[src/rtl/cpu_start_pkg.sv]
package cpu_start_pkg;
  localparam int WORD_W     = 32;
  localparam int NCPU_LSB   = 28;
  localparam int NCPU_W     = 4;
  localparam int MAX_CPU    = 16;
  localparam int DEF_ADDR_W = 8;
  localparam logic [DEF_ADDR_W-1:0] DEF_STATUS_OFS = 8'h10;
  localparam logic [DEF_ADDR_W-1:0] DEF_CLEAR_OFS  = 8'h0C;
endpackage

[src/rtl/cpu_start_decode.sv]
module cpu_start_decode #(
  parameter int ADDR_W = 8,
  parameter logic [ADDR_W-1:0] STATUS_OFS = '0,
  parameter logic [ADDR_W-1:0] CLEAR_OFS  = '0
) (
  input  logic              wr_en,
  input  logic              rd_en,
  input  logic [ADDR_W-1:0] addr,
  output logic              wr_status,
  output logic              rd_status,
  output logic              rd_clear
);
  always_comb begin
    wr_status = wr_en && (addr == STATUS_OFS);
    rd_status = rd_en && (addr == STATUS_OFS);
    rd_clear  = rd_en && (addr == CLEAR_OFS);
  end
endmodule

[src/rtl/cpu_start_state.sv]
module cpu_start_state #(
  parameter int NUM_CPU = 4
) (
  input  logic                       clk,
  input  logic                       rst,
  input  logic                       wr_status,
  input  logic [cpu_start_pkg::WORD_W-1:0] wdata,
  output logic [NUM_CPU-1:0]         start_q
);
  localparam logic [NUM_CPU-1:0] ALLOW = ~NUM_CPU'(1);

  logic [NUM_CPU-1:0] wr_bits;
  logic               unused_wdata;
  assign wr_bits      = wdata[NUM_CPU-1:0];
  assign unused_wdata = ^wdata;

  for (genvar i = 0; i < NUM_CPU; i++) begin : g_cpu
    if (i == 0) begin : g_boot
      assign start_q[i] = 1'b0;
    end else begin : g_sec
      always_ff @(posedge clk) begin
        if (rst)
          start_q[i] <= 1'b0;
        else if (wr_status && wr_bits[i])
          start_q[i] <= 1'b1;
      end
    end
  end

  AST_CPU0_IDLE: assert property (@(posedge clk) disable iff (rst)
    start_q[0] == 1'b0);
  AST_START_STICKY: assert property (@(posedge clk) disable iff (rst)
    !$past(rst) |-> ((start_q & $past(start_q)) == $past(start_q)));
  AST_WRITE_STARTS: assert property (@(posedge clk) disable iff (rst)
    ($past(wr_status) && !$past(rst)) |->
      ((start_q & $past(wr_bits) & ALLOW) == ($past(wr_bits) & ALLOW)));
  AST_HOLD_WITHOUT_WRITE: assert property (@(posedge clk) disable iff (rst)
    (!$past(wr_status) && !$past(rst)) |-> $stable(start_q));
endmodule

[src/rtl/cpu_start_readback.sv]
module cpu_start_readback #(
  parameter int NUM_CPU = 4
) (
  input  logic                             clk,
  input  logic                             rst,
  input  logic                             rd_en,
  input  logic                             rd_status,
  input  logic                             rd_clear,
  input  logic [NUM_CPU-1:0]               start_q,
  output logic [cpu_start_pkg::WORD_W-1:0] rdata,
  output logic                             rd_valid
);
  import cpu_start_pkg::*;

  logic [WORD_W-1:0] status_word;

  always_comb begin
    status_word = '0;
    status_word[NCPU_LSB +: NCPU_W] = NCPU_W'(NUM_CPU - 1);
    for (int i = 1; i < NUM_CPU; i++)
      status_word[i] = ~start_q[i];
  end

  always_ff @(posedge clk) begin
    if (rst) begin
      rdata    <= '0;
      rd_valid <= 1'b0;
    end else begin
      rd_valid <= rd_en;
      if (rd_en)
        rdata <= rd_status ? status_word : '0;
    end
  end

  AST_NCPU_FIELD: assert property (@(posedge clk) disable iff (rst)
    (rd_valid && $past(rd_status)) |-> (rdata[NCPU_LSB +: NCPU_W] == NCPU_W'(NUM_CPU - 1)));
  AST_CLEAR_READS_ZERO: assert property (@(posedge clk) disable iff (rst)
    (rd_valid && $past(rd_clear)) |-> (rdata == '0));
  AST_HIGH_BITS_ZERO: assert property (@(posedge clk) disable iff (rst)
    rd_valid |-> (rdata[NCPU_LSB-1:NUM_CPU] == '0));
  AST_VALID_TIMING: assert property (@(posedge clk) disable iff (rst)
    !$past(rst) |-> (rd_valid == $past(rd_en)));
endmodule

[src/rtl/cpu_start_ctrl.sv]
module cpu_start_ctrl #(
  parameter int NUM_CPU = 4,
  parameter int ADDR_W  = cpu_start_pkg::DEF_ADDR_W,
  parameter logic [ADDR_W-1:0] STATUS_OFS = ADDR_W'(cpu_start_pkg::DEF_STATUS_OFS),
  parameter logic [ADDR_W-1:0] CLEAR_OFS  = ADDR_W'(cpu_start_pkg::DEF_CLEAR_OFS)
) (
  input  logic              clk,
  input  logic              rst,
  input  logic              wr_en,
  input  logic              rd_en,
  input  logic [ADDR_W-1:0] addr,
  input  logic [31:0]       wdata,
  output logic [31:0]       rdata,
  output logic              rd_valid,
  output logic [NUM_CPU-1:0] cpu_start
);
  initial begin
    if (NUM_CPU < 1 || NUM_CPU > cpu_start_pkg::MAX_CPU)
      $error("NUM_CPU out of range");
  end

  logic wr_status, rd_status, rd_clear;

  cpu_start_decode #(
    .ADDR_W(ADDR_W), .STATUS_OFS(STATUS_OFS), .CLEAR_OFS(CLEAR_OFS)
  ) u_decode (
    .wr_en(wr_en), .rd_en(rd_en), .addr(addr),
    .wr_status(wr_status), .rd_status(rd_status), .rd_clear(rd_clear)
  );

  cpu_start_state #(.NUM_CPU(NUM_CPU)) u_state (
    .clk(clk), .rst(rst), .wr_status(wr_status), .wdata(wdata),
    .start_q(cpu_start)
  );

  cpu_start_readback #(.NUM_CPU(NUM_CPU)) u_readback (
    .clk(clk), .rst(rst), .rd_en(rd_en), .rd_status(rd_status),
    .rd_clear(rd_clear), .start_q(cpu_start), .rdata(rdata),
    .rd_valid(rd_valid)
  );
endmodule

[config.mk]
export PLATFORM = sky130hd
export DESIGN_NAME = cpu_start_ctrl
export DESIGN_NICKNAME = d
export VERILOG_FILES = /design/src/rtl/cpu_start_pkg.sv /design/src/rtl/cpu_start_decode.sv /design/src/rtl/cpu_start_state.sv /design/src/rtl/cpu_start_readback.sv /design/src/rtl/cpu_start_ctrl.sv
export SDC_FILE = /design/constraint.sdc
export NUM_CORES = 1
export LEC_CHECK = 0
export BUFFER_PORTS_ARGS = -buffer_cell sky130_fd_sc_hd__buf_4
export CORE_MARGIN = 3
export CORE_UTILIZATION = 30
export DETAILED_ROUTE_END_ITERATION = 16
export HOLD_SLACK_MARGIN = 0.15
export PLACE_DENSITY = 0.86
export RECOVER_POWER = 50
export SLEW_MARGIN = 15
export SYNTH_ARGS = -nofsm -noshare
export SYNTH_HDL_FRONTEND = slang
export SYNTH_SLANG_ARGS = --single-unit
[constraint.sdc]
create_clock -name clk -period 1.68 [get_ports clk]
set_clock_uncertainty 0.1 [all_clocks]
set_input_delay 0.084 -clock clk [delete_from_list [all_inputs] [get_ports clk]]
set_output_delay 0.084 -clock clk [all_outputs]
set_load 0.005 [all_outputs]
==> results.py, run 1 <==
metrics = {
    "global_routing": {
        "grt_pass1_wl_mm": 1.88,
        "grt_max_degree": 16,
        "antenna_found_initial": 0,
        "grt_usage_pct": 10.0,
        "overflow": 0,
        "first_global_vias": 443,
    },
    "pwr": {
        "power.density_mw_per_mm2": 516,
        "fin_total_pwr_uw": 421,
        "peakVddDrop_v": 0.000324,
        "power_leakage_uw": 0.000396,
    },
    "clock_network": {
        "root_buffer": "clkbuf_4",
        "path_clk_slew_ps": 50,
        "cts_max_path_buffers": 2,
        "cts-buffers-inserted": 3,
        "clkSinkCount": 8,
        "cts_tree": "built",
        "htreeDepth": 1,
        "insertion_delay_ps": 250,
        "post_cts_resized": 0,
    },
    "drt": {
        "via_per_inst": 3.90,
        "drc": 0,
        "drtIter0Drc": 1,
        "wirelength_mm": 1.22,
        "wl_per_cell_um": 9.88,
        "vias": 480,
        "drtPass1Iterations": 2,
        "ant_nets": 0,
    },
    "yosys": {
        "ys_seq_area_share_pct": 26.4,
        "synthCells": 65,
        "syn_area_per_cell_sq_um": 9.32,
        "synth.distinct_cells": 15,
        "yosys.area.top_type": "buf_4",
        "yosys_warnings": 0,
        "synth_top_area_share_pct": 36.0,
        "synth.area.top_cells": "buf_4, dfxtp_1, o41ai_2, nand2b_1, or3b_2",
        "ys_seq_elements": 8,
        "netlist_area_sq_um": 606,
    },
    "timing": {
        "rsz0062_at_grt": "no",
        "fin_tns_setup_ps": 0,
        "setup-violations-final": 0,
        "slew_viol_final": 0,
        "max_freq_ghz": 0.619,
        "finalCritPeriodShare_pct": 96.2,
        "layout_min_cycle_time_ps": 1620,
        "hold_viol": 0,
        "layout_setup_ws_ps": 63.9,
    },
    "finish": {
        "final_core_util_pct": 44.8,
        "synthToLayoutAreaGrowth_pct": 34.7,
        "finalNetCount": 144,
        "nFillCells": 192,
        "num_antenna_cells": 0,
        "drive_gt1_share_pct": 35.7,
    },
    "die": {
        "die_w_um": 50.9,
        "ioPinCount": 81,
        "fp.coreArea_sq_mm": 0.00182,
        "row_count": 15,
        "die_h_um": 50.9,
        "start_util_pct": 33.3,
        "fp.dieArea_sq_mm": 0.00259,
    },
    "worst_hold_path": {
        "hold_depth": 3,
        "hold_path.class": "primary input to flop",
    },
    "placement": {
        "io_buffers": 23,
        "dp_hpwl_um": 884,
        "pre_cts_slack_ps": 251,
        "gp_congestion": 0.669,
    },
    "flow_run": {
        "maxCapViolCount": 0,
    },
    "setup_path": {
        "slowest_delay_ps": 600,
        "cpMaxStageDelayCell": "or4b_4",
        "reg2regPathDepth": 2,
        "arrival_ps": 1670,
        "start_kind": "primary input",
        "critPathCaptureType": "flop",
        "worst-setup-path-type": "primary input to flop",
        "cp_max_fo": 7,
        "cp_cell_sequence": "dlygate4sd3_1 > buf_4 > or4b_4 > o41ai_2",
        "worstPathRequired_ps": 1730,
    },
    "run_status": {
        "status": "finished clean",
    },
}
synth_stat cells:
master and n:
or3b_2 4, conb_1 1, nand2_1 3, or4b_4 1
or4_1 1, nor2_1 1, o41ai_2 4, buf_6 1
buf_4 29, buf_1 1, o32ai_1 3, buf_2 1
nand2b_1 6, inv_1 1, dfxtp_1 8
final timing paths:
path | startpoint | endpoint | slack (ps)
max | addr[1] | u_state.start_q[3] | 60
min | addr[4] | u_state.start_q[2] | 220
max reg2reg | u_state.start_q[3] | u_readback.rdata[3] | 460
min reg2reg | u_state.start_q[2] | u_state.start_q[2] | 390
cell type report:
class                      count  area [sq um]  area share, %
multi-input combinational     51           305           37.4
timing repair buffer          35           293           35.9
sequential                     8           160           19.6
tap                           25          31.3           3.83
clock buffer                   3          22.5           2.76
inverter                       1          3.75          0.460
flip-flops by register name (all words and copies together) (netlist names):
| register | cells |
|---|---|
| u_readback.rd_valid | 1 |
| u_state.start_q | 3 |
| u_readback.rdata | 4 |
metrics by stage:
step	std cells	hold slack (ps)	instance area [sq um]
5_1_grt	123	223	816
4_1_cts	123	212	816
2_1_floorplan	92	134	707
3_5_place_dp	108	267	673
6_report	123	218	816
3_3_place_gp	108	254	673
critical path: cells and delay by family:
family | cells | cell delay [ps]
compound gates | 1 | 320
simple gates | 1 | 600
buf+inv | 2 | 670
layout by cell type, fill, tap and decap left out, drive strengths merged:
master       netlist  final
or3b               4      4
or4                1      1
dlygate4sd3        0     12
buf               32     15
dfxtp              8      8
or4b               1      1
nand2              3      3
o41ai              4      4
clkbuf             0     11
nor2               1      1
nand2b             6      6
inv                1      1
o32ai              3      3
conb               1     28
metal layers:
layer | global-route usage [%] | share of wire, % | vias up
met1 | 10.6 | 35 | 220
met3 | 5.54 | 9.9 | 0
met5 | 0 | 0 | -
met2 | 17.0 | 55 | 31
li1 | - | - | 229
met4 | 2.69 | 0 | 0
cell families (layout without fill, tap and decap cells):
kind of cell	Yosys count	in the layout	synth area share [%]
AND/OR/NAND/NOR	16	16	18.0
flip-flops	8	8	26.4
other	1	28	0.619
AO/OA/AOI/OAI	7	7	15.1
buffers and inverters	33	39	39.9
where the power goes:
part	total, uW	switching [uW]	internal, uW
Sequential	192	0.405	191
Clock	142	60.9	81.4
Combinational	86.6	37.9	48.6
Total	421	99.2	322
timing repair:
| item | CTS | global route |
|---|---|---|
| hold buffers | 12 | 0 |
| endpoints found under the hold margin | 8 | 0 |
| setup buffers | 0 | 0 |
| setup endpoints to repair | 0 | 0 |
Note: power is estimated with default switching activity, not from simulation.
==> inputs of run 2 (changes only) <==
--- a/config.mk
+++ b/config.mk
@@ -10,7 +10,7 @@
 export CORE_UTILIZATION = 30
 export DETAILED_ROUTE_END_ITERATION = 16
 export HOLD_SLACK_MARGIN = 0.15
-export PLACE_DENSITY = 0.86
+export PLACE_DENSITY = 0.81
 export RECOVER_POWER = 50
 export SLEW_MARGIN = 15
 export SYNTH_ARGS = -nofsm -noshare
==> results.py, run 2 (synthesis results as in run 1) <==
metrics = {
    "clock_network": {
        "insertion_delay_ps": 250,
        "path_clk_slew_ps": 50,
        "cts_tree": "built",
        "post-cts-setup-buffers": 0,
        "cts_max_path_buffers": 2,
        "clkSinkCount": 8,
        "root_buffer": "clkbuf_4",
        "cts-buffers-inserted": 3,
        "htreeDepth": 1,
    },
    "die": {
        "fp.dieArea_sq_mm": 0.00259,
        "start_util_pct": 33.3,
        "row_count": 15,
        "fp.coreArea_sq_mm": 0.00182,
        "die_w_um": 50.9,
        "ioPinCount": 81,
        "die_h_um": 50.9,
    },
    "finish": {
        "nFillCells": 190,
        "fin_area_sq_um": 816,
        "mostFrequentLayoutCell": "conb_1",
        "synthToLayoutAreaGrowth_pct": 34.7,
        "seq_area_sq_um": 160,
        "num_antenna_cells": 0,
        "drive_gt1_share_pct": 35.7,
        "finalNetCount": 144,
        "layout_common_cells": "conb_1, buf_4, dlygate4sd3_1",
        "max_flop_register": "u_readback.rdata",
        "multi_input_area_sq_um": 305,
        "final_core_util_pct": 44.8,
        "largest_reg_flops": 4,
        "reg.largest.list": "u_readback.rdata (4), u_state.start_q (3), u_readback.rd_valid (1)",
    },
    "setup_path": {
        "start_kind": "primary input",
        "critPathCaptureType": "flop",
        "arrival_ps": 1670,
        "cp_max_fo": 7,
        "worstPathRequired_ps": 1730,
        "worst-setup-path-type": "primary input to flop",
    },
    "drt": {
        "vias": 477,
        "drtIter0Drc": 4,
        "wl_per_cell_um": 10.7,
        "via_per_inst": 3.88,
        "ant_nets": 0,
        "drc": 0,
        "drtPass1Iterations": 4,
        "wirelength_mm": 1.31,
    },
    "timing": {
        "max_freq_ghz": 0.619,
        "setup-violations-final": 0,
        "slew_viol_final": 0,
        "rsz0062_at_grt": "no",
        "hold_viol": 0,
        "layout_min_cycle_time_ps": 1620,
        "finalCritPeriodShare_pct": 96.2,
        "fin_tns_setup_ps": 0,
        "layout_setup_ws_ps": 64.1,
    },
    "pwr": {
        "power.density_mw_per_mm2": 518,
        "peakVddDrop_v": 0.000421,
        "power_leakage_uw": 0.000396,
    },
    "global_routing": {
        "grt_pass1_wl_mm": 1.81,
        "overflow": 0,
        "grt_max_degree": 16,
        "antenna_found_initial": 0,
        "first_global_vias": 420,
        "grt_usage_pct": 9.63,
    },
    "placement": {
        "gp_congestion": 0.675,
        "io_buffers": 23,
        "placed_area_sq_um": 673,
        "dp_hpwl_um": 913,
        "pre_cts_slack_ps": 273,
    },
    "worst_hold_path": {
        "hold_path.class": "primary input to flop",
    },
    "flow_run": {
        "maxCapViolCount": 0,
    },
    "run_status": {
        "status": "finished clean",
    },
}
==> run 2: per-layer routing <==
metal	track usage [%]	routed length [um]	vias up
li1	-	-	229
met1	8.82	418	216
met2	19.1	753	32
met3	5.54	139	0
met4	0	0	0
met5	0	0	-
==> run 2: path summary, 6_finish.rpt <==
check                            from             endpoint  slack, ps  depth (start not counted)
setup / recovery              addr[1]   u_state.start_q[2]         60                          4
hold / removal                addr[4]   u_state.start_q[1]        230                          3
setup reg to reg   u_state.start_q[3]  u_readback.rdata[3]        470                          2
hold reg to reg   u_readback.rdata[2]  u_readback.rdata[2]        390                          2
==> run 2: power by group <==
group	switching [uW]	internal, uW
clock	61.5	81.5
combinational	39.0	48.7
sequential	0.418	191
total	101	322
==> run 2: worst max-delay path, cell delays in order <==
cell	delay (ps)
dlygate4sd3_1	530
buf_4	130
or4b_4	600
o41ai_2	330
==> run 2: metrics by stage <==
step | total power [uW] | cells | hold WS, ps
global route | 447 | 123 | 234
floorplan | 276 | 92 | 134
finish | 423 | 123 | 226
detailed placement | 259 | 108 | 260
global placement | 257 | 108 | 252
CTS | 427 | 123 | 218
==> run 2: layout make-up <==
type,count,share of cell area [%]
timing repair buffer,35,35.9
tap,25,3.83
clock buffer,3,2.76
sequential,8,19.6
multi-input combinational,51,37.4
inverter,1,0.460
==> run 2: timing repair <==
item,4_1_cts,5_1_grt
hold endpoints to repair,8,0
gates resized for setup,0,0
hold buffers,12,0
==> inputs of run 3 (changes only) <==
--- a/config.mk
+++ b/config.mk
@@ -6,7 +6,7 @@
 export NUM_CORES = 1
 export LEC_CHECK = 0
 export BUFFER_PORTS_ARGS = -buffer_cell sky130_fd_sc_hd__buf_4
-export CORE_MARGIN = 3
+export CORE_MARGIN = 2
 export CORE_UTILIZATION = 30
 export DETAILED_ROUTE_END_ITERATION = 16
 export HOLD_SLACK_MARGIN = 0.15
==> constraint.sdc (replaced) <==
create_clock -name clk -period 1.7 [get_ports clk]
set_clock_uncertainty 0.1 [all_clocks]
set_input_delay 0.085 -clock clk [delete_from_list [all_inputs] [get_ports clk]]
set_output_delay 0.085 -clock clk [all_outputs]
set_load 0.005 [all_outputs]
==> results.py, run 3 (synthesis results as in run 1) <==
metrics = {
    "run_status": {
        "status": "finished clean",
    },
    "timing": {
        "finalCritPeriodShare_pct": 95.6,
        "rsz0062_at_grt": "no",
        "max_freq_ghz": 0.615,
        "layout_setup_ws_ps": 74.0,
        "setup-violations-final": 0,
        "hold_viol": 0,
        "slew_viol_final": 0,
        "layout_min_cycle_time_ps": 1630,
        "fin_tns_setup_ps": 0,
    },
    "placement": {
        "io_buffers": 23,
        "pre_cts_slack_ps": 260,
        "gp_congestion": 0.667,
        "dp_hpwl_um": 839,
    },
    "finish": {
        "reg.largest.list": "u_readback.rdata (4), u_state.start_q (3), u_readback.rd_valid (1)",
        "num_antenna_cells": 0,
        "largest_reg_flops": 4,
        "mostFrequentLayoutCell": "conb_1",
        "synthToLayoutAreaGrowth_pct": 35.1,
        "max_flop_register": "u_readback.rdata",
        "layout_common_cells": "conb_1, buf_4, dlygate4sd3_1",
        "finalNetCount": 144,
        "drive_gt1_share_pct": 35.7,
    },
    "global_routing": {
        "antenna_found_initial": 0,
        "grt_max_degree": 16,
        "grt_pass1_wl_mm": 1.84,
        "overflow": 0,
        "first_global_vias": 447,
        "grt_usage_pct": 10.4,
    },
    "die": {
        "ioPinCount": 81,
        "row_count": 16,
        "fp.dieArea_sq_mm": 0.00239,
        "die_w_um": 48.9,
        "start_util_pct": 31.2,
        "die_h_um": 48.9,
        "fp.coreArea_sq_mm": 0.00194,
    },
    "clock_network": {
        "insertion_delay_ps": 260,
        "root_buffer": "clkbuf_4",
        "post-cts-setup-buffers": 0,
        "cts_max_path_buffers": 2,
        "cts_tree": "built",
        "post_cts_resized": 0,
        "cts-buffers-inserted": 3,
        "clkSinkCount": 8,
        "path_clk_slew_ps": 50,
        "htreeDepth": 1,
    },
    "setup_path": {
        "worst-setup-path-type": "primary input to flop",
        "critical_path.top_delay_family": "buffers and inverters",
        "cp_max_fo": 7,
        "start_kind": "primary input",
        "cp_cell_sequence": "dlygate4sd3_1 > buf_4 > or4b_4 > o41ai_2",
        "arrival_ps": 1690,
        "ff2ff_setup_slack_ps": 510,
        "worstPathRequired_ps": 1760,
        "rr_startpoint": "u_state.start_q[3]",
        "critPathCaptureType": "flop",
        "r2r-end": "u_readback.rdata[3]",
        "reg2regPathDepth": 2,
        "slowest_delay_ps": 590,
        "critPathBufInv": 2,
        "cpMaxStageDelayCell": "or4b_4",
    },
    "drt": {
        "wirelength_mm": 1.15,
        "wl_per_cell_um": 9.20,
        "drc": 0,
        "ant_nets": 0,
        "vias": 476,
        "via_per_inst": 3.81,
        "drtPass1Iterations": 3,
        "drtIter0Drc": 7,
    },
    "worst_hold_path": {
        "hold_end": "u_readback.rdata[28]",
        "hold_depth": 3,
        "hp-start": "addr[4]",
        "hold_path.class": "primary input to flop",
    },
    "pwr": {
        "peakVddDrop_v": 0.000331,
        "power_leakage_uw": 0.000396,
        "power.density_mw_per_mm2": 518,
    },
    "flow_run": {
        "maxCapViolCount": 0,
    },
}
-- run 3: final cells by class --
type,instances,area (sq um)
clock buffer,3,22.5
tap,27,33.8
multi-input combinational,51,305
fill,213,1120
inverter,1,3.75
timing repair buffer,35,293
sequential,8,160
-- run 3: through the flow --
stage	utilization, %	cells	area (sq um)	hold WS, ps	power (uW)
2_1_floorplan	-	92	707	135	273
3_3_place_gp	34.8	110	676	253	254
3_5_place_dp	34.8	110	676	267	256
4_1_cts	42.1	125	818	199	430
5_1_grt	42.1	125	818	215	444
6_report	42.1	125	818	204	424
-- run 3: tightest hold or removal path: stages --
cell and delay (ps):
buf_4 100, or4b_4 250, o41ai_2 80
-- run 3: worst max path at each step --
| stage | end | depth (start not counted) | from |
|---|---|---|---|
| 5_1_grt | u_state.start_q[2] | 4 | addr[1] |
| 2_1_floorplan | u_state.start_q[1] | 3 | addr[1] |
| 6_report | u_state.start_q[3] | 4 | addr[1] |
| 3_5_place_dp | u_state.start_q[3] | 3 | addr[7] |
| 4_1_cts | u_state.start_q[3] | 4 | addr[1] |
| 3_3_place_gp | u_state.start_q[1] | 3 | addr[7] |
-- run 3: what timing repair did --
action | 4_1_cts | 5_1_grt
endpoints found under the hold margin | 8 | 0
setup endpoints to repair | 0 | 0
hold buffers | 12 | 0
-- run 3: layer usage --
layer | wire length [um] | GRT usage, %
met2 | 613 | 18.0
met1 | 379 | 9.98
met4 | 17 | 5.71
met3 | 139 | 5.21
met5 | 0 | 0
-- run 3: where the power goes --
part | internal [uW] | leakage [uW] | switching [uW]
Sequential | 189 | 0.0000647 | 0.454
Combinational | 48.0 | 0.000318 | 36.8
Clock | 81.1 | 0.0000138 | 68.8
